[src/rtl/fpdram_ctrl.sv]
`timescale 1ns/1ps
module fpdram_ctrl #(
  parameter int CLK_NS    = 4,
  parameter int ROW_W     = 9,
  parameter int DQ_W      = 4,
  parameter int T_RP_NS   = 40,
  parameter int T_RAS_NS  = 50,
  parameter int T_RASP_NS = 100000,
  parameter int T_RCD_NS  = 18,
  parameter int T_RAH_NS  = 8,
  parameter int T_CAS_NS  = 14,
  parameter int T_CP_NS   = 10,
  parameter int T_PC_NS   = 36,
  parameter int T_AA_NS   = 26,
  parameter int T_CAC_NS  = 14
) (
  input  logic                 clk,
  input  logic                 rst_n,
  input  logic                 req,
  input  logic                 req_we,
  input  logic [2*ROW_W-1:0]   req_addr,
  input  logic [DQ_W-1:0]      req_wdata,
  output logic                 ready,
  output logic                 rvalid,
  output logic [DQ_W-1:0]      rdata,
  input  logic                 ref_req,
  output logic                 ref_gnt,
  output logic                 dram_ras_n,
  output logic                 dram_cas_n,
  output logic                 dram_we_n,
  output logic                 dram_oe_n,
  output logic [ROW_W-1:0]     dram_addr,
  output logic                 dram_dq_oe,
  output logic [DQ_W-1:0]      dram_dq_out,
  input  logic [DQ_W-1:0]      dram_dq_in
);

  function automatic int to_cyc(input int ns);
    int c;
    c = (ns + CLK_NS - 1) / CLK_NS;
    return (c < 1) ? 1 : c;
  endfunction

  localparam int AW       = 2 * ROW_W;
  localparam int RP_C     = to_cyc(T_RP_NS);
  localparam int RASMIN_C = to_cyc(T_RAS_NS);
  localparam int RASP_C   = to_cyc(T_RASP_NS);
  localparam int RCD_C    = to_cyc(T_RCD_NS);
  localparam int RAH_C    = to_cyc(T_RAH_NS);
  localparam int CAS_C    = to_cyc(T_CAS_NS);
  localparam int CP_C     = to_cyc(T_CP_NS);
  localparam int PC_C     = to_cyc(T_PC_NS);
  localparam int AA_C     = to_cyc(T_AA_NS);
  localparam int CAC_C    = to_cyc(T_CAC_NS);
  localparam int RCD_REM  = (RCD_C > RAH_C) ? RCD_C - RAH_C : 1;
  localparam int WR_LEN   = (CAS_C > PC_C - CP_C - 1) ? CAS_C : PC_C - CP_C - 1;
  localparam int RD_TMP   = (WR_LEN > CAC_C) ? WR_LEN : CAC_C;
  localparam int RD_LEN   = (RD_TMP > AA_C - 1) ? RD_TMP : AA_C - 1;
  localparam int HIT_LIM  = RASP_C - RD_LEN - CP_C - 3;
  localparam int CNT_W    = $clog2(RD_LEN + RCD_REM + RAH_C + CP_C + 2) + 1;
  localparam int RAS_W    = $clog2(RASP_C + 2) + 1;
  localparam int HI_W     = $clog2(RP_C + 1) + 1;

  typedef enum logic [2:0] {
    S_IDLE, S_RAH, S_RCD, S_COL, S_CAS, S_CP, S_OPEN, S_GNT
  } st_t;

  st_t              state, nstate;
  logic [CNT_W-1:0] cnt, ncnt;
  logic [RAS_W-1:0] ras_cnt;
  logic [HI_W-1:0]  hi_cnt;
  logic             pend, p_we, c_we;
  logic [AW-1:0]    p_addr, c_addr;
  logic [DQ_W-1:0]  p_wdata, c_wdata;
  logic             take_row, take_col;

  wire ras_low  = (state != S_IDLE) && (state != S_GNT);
  wire pre_ok   = hi_cnt >= HI_W'(RP_C - 1);
  wire too_long = ras_cnt >= RAS_W'(HIT_LIM);
  wire min_ok   = ras_cnt >= RAS_W'(RASMIN_C - 1);
  wire row_hit  = p_addr[AW-1:ROW_W] == c_addr[AW-1:ROW_W];
  wire cas_end  = (state == S_CAS) && (cnt == '0);
  wire accept   = req && ready;

  assign ready = !pend && !ref_req &&
                 (state == S_IDLE || state == S_OPEN || state == S_CP);
  assign ref_gnt     = state == S_GNT;
  assign dram_ras_n  = !ras_low;
  assign dram_cas_n  = state != S_CAS;
  assign dram_dq_oe  = c_we && (state == S_RCD || state == S_COL || state == S_CAS);
  assign dram_we_n   = !dram_dq_oe;
  assign dram_oe_n   = !(!c_we && state == S_CAS);
  assign dram_dq_out = c_wdata;
  assign dram_addr   = (state == S_IDLE) ? p_addr[AW-1:ROW_W] :
                       (state == S_RAH)  ? c_addr[AW-1:ROW_W] : c_addr[ROW_W-1:0];

  always_comb begin
    nstate   = state;
    ncnt     = (cnt != '0) ? cnt - 1'b1 : '0;
    take_row = 1'b0;
    take_col = 1'b0;
    case (state)
      S_IDLE: begin
        if (pend && pre_ok) begin
          nstate   = S_RAH;
          ncnt     = CNT_W'(RAH_C - 1);
          take_row = 1'b1;
        end else if (!pend && ref_req && pre_ok) begin
          nstate = S_GNT;
        end
      end
      S_RAH: if (cnt == '0) begin
        nstate = S_RCD;
        ncnt   = CNT_W'(RCD_REM - 1);
      end
      S_RCD, S_COL: if (cnt == '0) begin
        nstate = S_CAS;
        ncnt   = c_we ? CNT_W'(WR_LEN - 1) : CNT_W'(RD_LEN - 1);
      end
      S_CAS: if (cnt == '0) begin
        nstate = S_CP;
        ncnt   = CNT_W'(CP_C - 1);
      end
      S_GNT: if (!ref_req) nstate = S_IDLE;
      default: ;
    endcase
    if (state == S_OPEN || (state == S_CP && cnt == '0)) begin
      if (too_long) begin
        nstate = S_IDLE;
      end else if (pend && row_hit) begin
        nstate   = S_COL;
        ncnt     = '0;
        take_col = 1'b1;
      end else if ((pend || ref_req) && min_ok) begin
        nstate = S_IDLE;
      end else begin
        nstate = S_OPEN;
      end
    end
  end

  always_ff @(posedge clk or negedge rst_n) begin
    if (!rst_n) begin
      state   <= S_IDLE;
      cnt     <= '0;
      ras_cnt <= '0;
      hi_cnt  <= '0;
      pend    <= 1'b0;
      p_we    <= 1'b0;
      p_addr  <= '0;
      p_wdata <= '0;
      c_we    <= 1'b0;
      c_addr  <= '0;
      c_wdata <= '0;
      rvalid  <= 1'b0;
      rdata   <= '0;
    end else begin
      state <= nstate;
      cnt   <= ncnt;
      if (!ras_low) ras_cnt <= '0;
      else if (ras_cnt != '1) ras_cnt <= ras_cnt + 1'b1;
      if (state != S_IDLE) hi_cnt <= '0;
      else if (hi_cnt != HI_W'(RP_C)) hi_cnt <= hi_cnt + 1'b1;
      if (accept) begin
        pend    <= 1'b1;
        p_we    <= req_we;
        p_addr  <= req_addr;
        p_wdata <= req_wdata;
      end else if (take_row || take_col) begin
        pend    <= 1'b0;
        c_we    <= p_we;
        c_addr  <= p_addr;
        c_wdata <= p_wdata;
      end
      rvalid <= cas_end && !c_we;
      if (cas_end && !c_we) rdata <= dram_dq_in;
    end
  end


  ras_window_chk: assert property (@(posedge clk) disable iff (!rst_n)
    !dram_ras_n |-> ras_cnt < RAS_W'(RASP_C));


  precharge_chk: assert property (@(posedge clk) disable iff (!rst_n)
    $fell(dram_ras_n) |-> $past(hi_cnt) >= HI_W'(RP_C - 1));


  cas_inside_ras_chk: assert property (@(posedge clk) disable iff (!rst_n)
    !dram_cas_n |-> !dram_ras_n);


  early_we_chk: assert property (@(posedge clk) disable iff (!rst_n)
    ($fell(dram_cas_n) && !dram_we_n) |-> ($past(!dram_we_n) && dram_oe_n));


  grant_quiet_chk: assert property (@(posedge clk) disable iff (!rst_n)
    ref_gnt |-> (dram_ras_n && dram_cas_n && dram_we_n && !ready));


  rvalid_pulse_chk: assert property (@(posedge clk) disable iff (!rst_n)
    rvalid |=> !rvalid);

endmodule

[config.mk]
export PLATFORM = sky130hd
export DESIGN_NAME = fpdram_ctrl
export DESIGN_NICKNAME = d
export VERILOG_FILES = /design/src/rtl/fpdram_ctrl.sv
export SDC_FILE = /design/constraint.sdc
export NUM_CORES = 1
export LEC_CHECK = 0
export BUFFER_PORTS_ARGS = -buffer_cell sky130_fd_sc_hd__buf_2
export CORE_AREA = 4 4 95 97
export CTS_CLUSTER_SIZE = 28
export DETAILED_ROUTE_END_ITERATION = 16
export DIE_AREA = 0 0 99 101
export PLACE_DENSITY = 0.74
export SLEW_MARGIN = 40
export SYNTH_ARGS = -nofsm -noshare
export SYNTH_HDL_FRONTEND = slang
export SYNTH_SLANG_ARGS = --single-unit
[constraint.sdc]
create_clock -name clk -period 2.53 [get_ports clk]
set_input_delay 0.253 -clock clk [delete_from_list [all_inputs] [get_ports clk]]
set_output_delay 0.253 -clock clk [all_outputs]
set_load 0.02 [all_outputs]
## Yosys cells after proc, flatten, opt, wreduce, memory -nomap -nowiden

Index checks and enable logic that the tools add are counted.

- Bits in registers: 81
- Output and inout port bits: 25
- Word-level logic and storage cells: 109
- Input bits: 31

- Bitwise operators: 1
- Order comparisons: 3
- Muxes and demuxes: 33
- Eq/ne operators: 18
- $add $sub $neg: 3
- Reductions and logical operators: 38

Operator list:

| operator | number |
|---|---|
| $mux 5 | 9 |
| $mux 16 | 2 |
| $mux 3 | 10 |
| $mux 9 | 2 |
| $add 16x1->16 const B | 1 |
| $ge 16x15->1 const B | 1 |
| $ge 16x4->1 const B | 1 |
| $ne 16x16->1 const B | 1 |
| $pmux 3 s5 | 1 |
| $pmux 5 s3 | 1 |
| $logic_and 1x1->1 | 14 |
| $eq 3x3->1 const B | 4 |
| $eq 9x9->1 | 1 |
| $ne 3x3->1 const B | 3 |
| $mux 1 | 8 |
| $logic_or 1x1->1 | 7 |
| $eq 3x2->1 const B | 2 |
| $logic_not 1->1 | 6 |
| $ne 3x1->1 const B | 2 |
| $reduce_and 6->1 | 1 |
| $reduce_bool 6->1 | 1 |
| $add 5x1->5 const B | 1 |
| $ge 5x4->1 const B | 1 |
| $logic_not 5->1 | 1 |
| 13 further kinds | 15 |

## Depth between registers and ports, before layout

- Depth after elaboration: 8
- Depth in mapped cells: 8
- Gate-level depth less buffers: 7

## Least setup slack after synthesis

OpenSTA, ideal clock, no wires.

- Path type: register to register
- Start: register hi_cnt[0]
- End: register c_addr[17]
- Slack: 0.147 ns
- Required time: 2.405 ns
- Clock period less this slack: 2.383 ns
- Arrival time: 2.257 ns
- Library setup time: 0.125 ns
- Cell stages (with the launch flop): 8
- Buffers on the path: 1
- Cell sequence: dfrtp_1 ha_1 or4_1 a31oi_1 nor2_1 a21oi_4 buf_6 mux2_4

- Cells in the longest elaborated chain, start to end: 6

Ends and longest elaborated chain:

| item | line | source |
|---|---|---|
| start: declaration | 71 | `logic [HI_W-1:0] hi_cnt;` |
| start signal: assignment | 163 | `else if (hi_cnt != HI_W'(RP_C)) hi_cnt <= hi_cnt + 1'b1;` |
| $ge 5x4->1 | 78 | `wire pre_ok = hi_cnt >= HI_W'(RP_C - 1);` |
| $logic_and 1x1->1 | 104 | `if (pend && pre_ok) begin` |
| $mux 1 | 104 |  |
| $mux 1 | 102 | `case (state)` |
| $logic_or 1x1->1 | 169 | `end else if (take_row \|\| take_col) begin` |
| $reduce_and 2->1 (no source line) | - |  |
| end signal: assignment | 172 | `c_addr <= p_addr;` |
| end: declaration | 73 | `logic [AW-1:0] p_addr, c_addr;` |

No other way between the ends.
A chain may end at the register's enable or synchronous reset.

## Worst setup path after layout

- Start: register ras_cnt[12]
- End: register c_addr[15]

- Cells in the longest elaborated chain, start to end: 5

Ends and longest elaborated chain:

| item | line | source |
|---|---|---|
| start: declaration | 70 | `logic [RAS_W-1:0] ras_cnt;` |
| start signal: assignment | 161 | `else if (ras_cnt != '1) ras_cnt <= ras_cnt + 1'b1;` |
| $ge 16x15->1 | 79 | `wire too_long = ras_cnt >= RAS_W'(HIT_LIM);` |
| $mux 1 | 128 | `if (too_long) begin` |
| $mux 1 | 127 | `if (state == S_OPEN \|\| (state == S_CP && cnt == '0)) begin` |
| $logic_or 1x1->1 | 169 |  |
| $reduce_and 2->1 (no source line) | - |  |

No other way between the ends.

==> run_results.csv <==
group,metric,value,unit
logic_synthesis,synth_most_common_cell,"dfrtp_1",
routing,drc,0,
timing,finClkSkew,0.0109,ns
pwr,peakVddDrop,0.433,mV
timing,setup_tns,0,ns
timing,fin_crit,2.38,ns
placed_design,place_ws,0.173,ns
logic_synthesis,async_reset_ff_share,100,%
timing,rsz0062_at_grt,"no",
worst_hold_path,hp-class,"primary input to register",
pwr,power,4.59,mW
logic_synthesis,synth_common_cells,"dfrtp_1, mux2_2, nand2_1, nor2_1, mux2_4",
routing,firstDrtPassIters,4,
timing,max_freq,421,MHz
clocking,h-tree-depth,3,
job,cap_violations,0,
clocking,cts_tree,"done",
routing,via_per_inst,5.56,
routing,postRouteAntennaNets,0,
placed_design,io_buffers,55,
critical_path,r2r-start,"ras_cnt[12]$_DFFE_PN0P_",
logic_synthesis,yosysTopAreaCell,"dfrtp_1",
die,die_h,101,um
placed_design,gp_congestion,0.894,
logic_synthesis,synth_area,4130,um^2
grt,grt.overflow.total,0,
logic_synthesis,synth_edf_count,0,
routing,wl,8.61,mm
die,start_util,50.7,%
grt,globalRouteTotalUtil,18.3,%
die,num_rows,33,
logic_synthesis,ys_seq_area_share,49.1,%
clocking,insertion_delay,0.35,ns
critical_path,critPathKind,"register to register",
final_layout,fin_nets,469,
timing,period_share,93.9,%
clocking,cts-root-buf,"clkbuf_8",
clocking,cts_buffer_depth,2,
clocking,numCtsBuffers,9,
critical_path,cp-startpoint,"ras_cnt[12]$_DFFE_PN0P_",
logic_synthesis,ys.flop_type,"dfrtp_1",
pwr,leakage,2.32,nW
die,dieArea,10000,um^2
final_layout,area_growth,15.8,%
timing,setup_violations,0,
routing,vias,3008,
critical_path,critical_path_arrival,2.61,ns
grt,antenna_found_initial,0,
timing,max-slew-margin-rel,54.5,%
logic_synthesis,synth_nets,404,
timing,layout_setup_ws,0.154,ns
logic_synthesis,synth.top_cell.area_share,49.1,%
final_layout,final_core_util,58.7,%
timing,drv_slew,0,
timing,worstMarginPinSlew,0.680,ns
grt,grt_max_degree,42,
logic_synthesis,ys_warn_count,0,
status,status,"finished clean",
pwr,power.density,960,nW/um^2
critical_path,crit_path_end_kind,"register",
final_layout,num_antenna_cells,0,
critical_path,crit_fanout,12,
final_layout,drive_above_1_share,32.6,%
clocking,cts_num_sinks,81,
worst_hold_path,min_from,"req_addr[6]",
routing,wl_per_cell,15.9,um
placed_design,hpwlAfterDp,6.03,mm
die,fp.dieW,99,um
routing,drtIter0Drc,162,
clocking,path_clk_slew,0.09,ns
logic_synthesis,synthCells,367,
logic_synthesis,yosysUniqueCellTypes,52,
grt,grt_pass1_wl,14.5,mm
critical_path,critPathRequiredTime,2.77,ns
die,top_level_ports,56,
grt,grt_pass1_vias,3048,
logic_synthesis,synth_area_leaders,"dfrtp_1, mux2_2, mux2_4",
timing,hold_viol_final,0,
logic_synthesis,ys_ff_latch,81,
clocking,post_cts_buffers,0,
die,fp.coreArea,8130,um^2
critical_path,start_kind,"register",
logic_synthesis,avgSynthCellArea,11.2,um^2
[logic make-up (layout without fill, tap and decap cells)]
family                   count (synthesis)  count (layout)  share of synthesized area, %
adder cells (fa/ha/maj)                  6               6                          1.82
buffers and inverters                   29              98                          3.09
multiplexers                            61              61                          18.0
AO/OA/AOI/OAI                           57              57                          9.65
AND/OR/NAND/NOR                        110             110                          13.4
flip-flops                              81              81                          49.1
XOR/XNOR                                23              23                          4.88
[cells in the final DEF (no fill, tap or decap), types with 13 or more instances in the layout]
cell type,Yosys,layout
nor2_1,25,25
nand2_1,27,26
o21ai_0,17,17
inv_1,13,13
nand3_1,13,13
dfrtp_1,81,79
mux2_4,18,18
buf_2,3,54
xnor2_1,13,13
mux2_2,33,33
[path summary, 6_finish.rpt]
path | to | slack (ns) | cells past startpoint
min in group asynchronous | rdata[2]$_DFFE_PN0P_ | 0.43 | 2
min | p_addr[6]$_DFFE_PN0P_ | 0.13 | 2
max reg2reg | c_addr[15]$_DFFE_PN0P_ | 0.15 | 6
max | c_addr[15]$_DFFE_PN0P_ | 0.15 | 6
min reg2reg | dram_dq_out[2]$_DFFE_PN0P_ | 0.51 | 1
max in group asynchronous | hi_cnt[0]$_DFFE_PN0P_ | 1.49 | 3
[final cells by class]
cell class | instances | area [um^2]
tap | 105 | 131
clock buffer | 10 | 128
inverter | 15 | 56.3
clock inverter | 5 | 33.8
multi-input combinational | 257 | 1980
sequential | 81 | 2030
timing repair buffer | 68 | 420
fill | 713 | 3360
[registers in the layout (all words and copies together) (netlist names)]
signal	flops
hi_cnt	5
p_addr	18
state	3
p_wdata	4
rvalid	1
rdata	4
c_addr	18
p_we	1
dram_dq_out	4
c_we	1
pend	1
ras_cnt	16
cnt	5
[what timing repair did]
action                                  CTS  global route
resized for setup                         0             4
hold endpoints to repair                 40             0
hold buffers                              1             0
endpoints found under the setup margin    0            13
[power breakdown]
| part | switching [mW] | internal [mW] |
|---|---|---|
| clock | 0.477 | 0.350 |
| sequential | 0.345 | 1.66 |
| combinational | 0.940 | 0.819 |
| total | 1.76 | 2.83 |
[per-layer routing]
layer / track usage (%) / share of wire [%] / up-vias / wire length (um)
li1: - / - / 1438 / -
met1: 23.1 / 44 / 1481 / 3820
met2: 29.5 / 48 / 78 / 4140
met3: 5.19 / 6.0 / 11 / 513
met4: 7.56 / 1.6 / 0 / 135
met5: 0 / 0 / - / 0
[metrics by stage]
| stage | hold WS, ns | instances | cell area, um^2 |
|---|---|---|---|
| 5_1_grt | 0.101 | 541 | 4780 |
| 4_1_cts | 0.107 | 540 | 4740 |
| 3_5_place_dp | 0.275 | 524 | 4570 |
| 3_3_place_gp | 0.271 | 524 | 4570 |
| 2_1_floorplan | -0.0426 | 367 | 4130 |
| 6_report | 0.132 | 541 | 4780 |
[critical path, cell delays in order, from the launching register on]
cell	delay, ns
dfrtp_1	0.43
or4_4	0.54
a211o_1	0.34
a211oi_4	0.32
a21oi_4	0.12
clkbuf_16	0.20
mux2_4	0.30
Power figures use the tool's default switching activity.
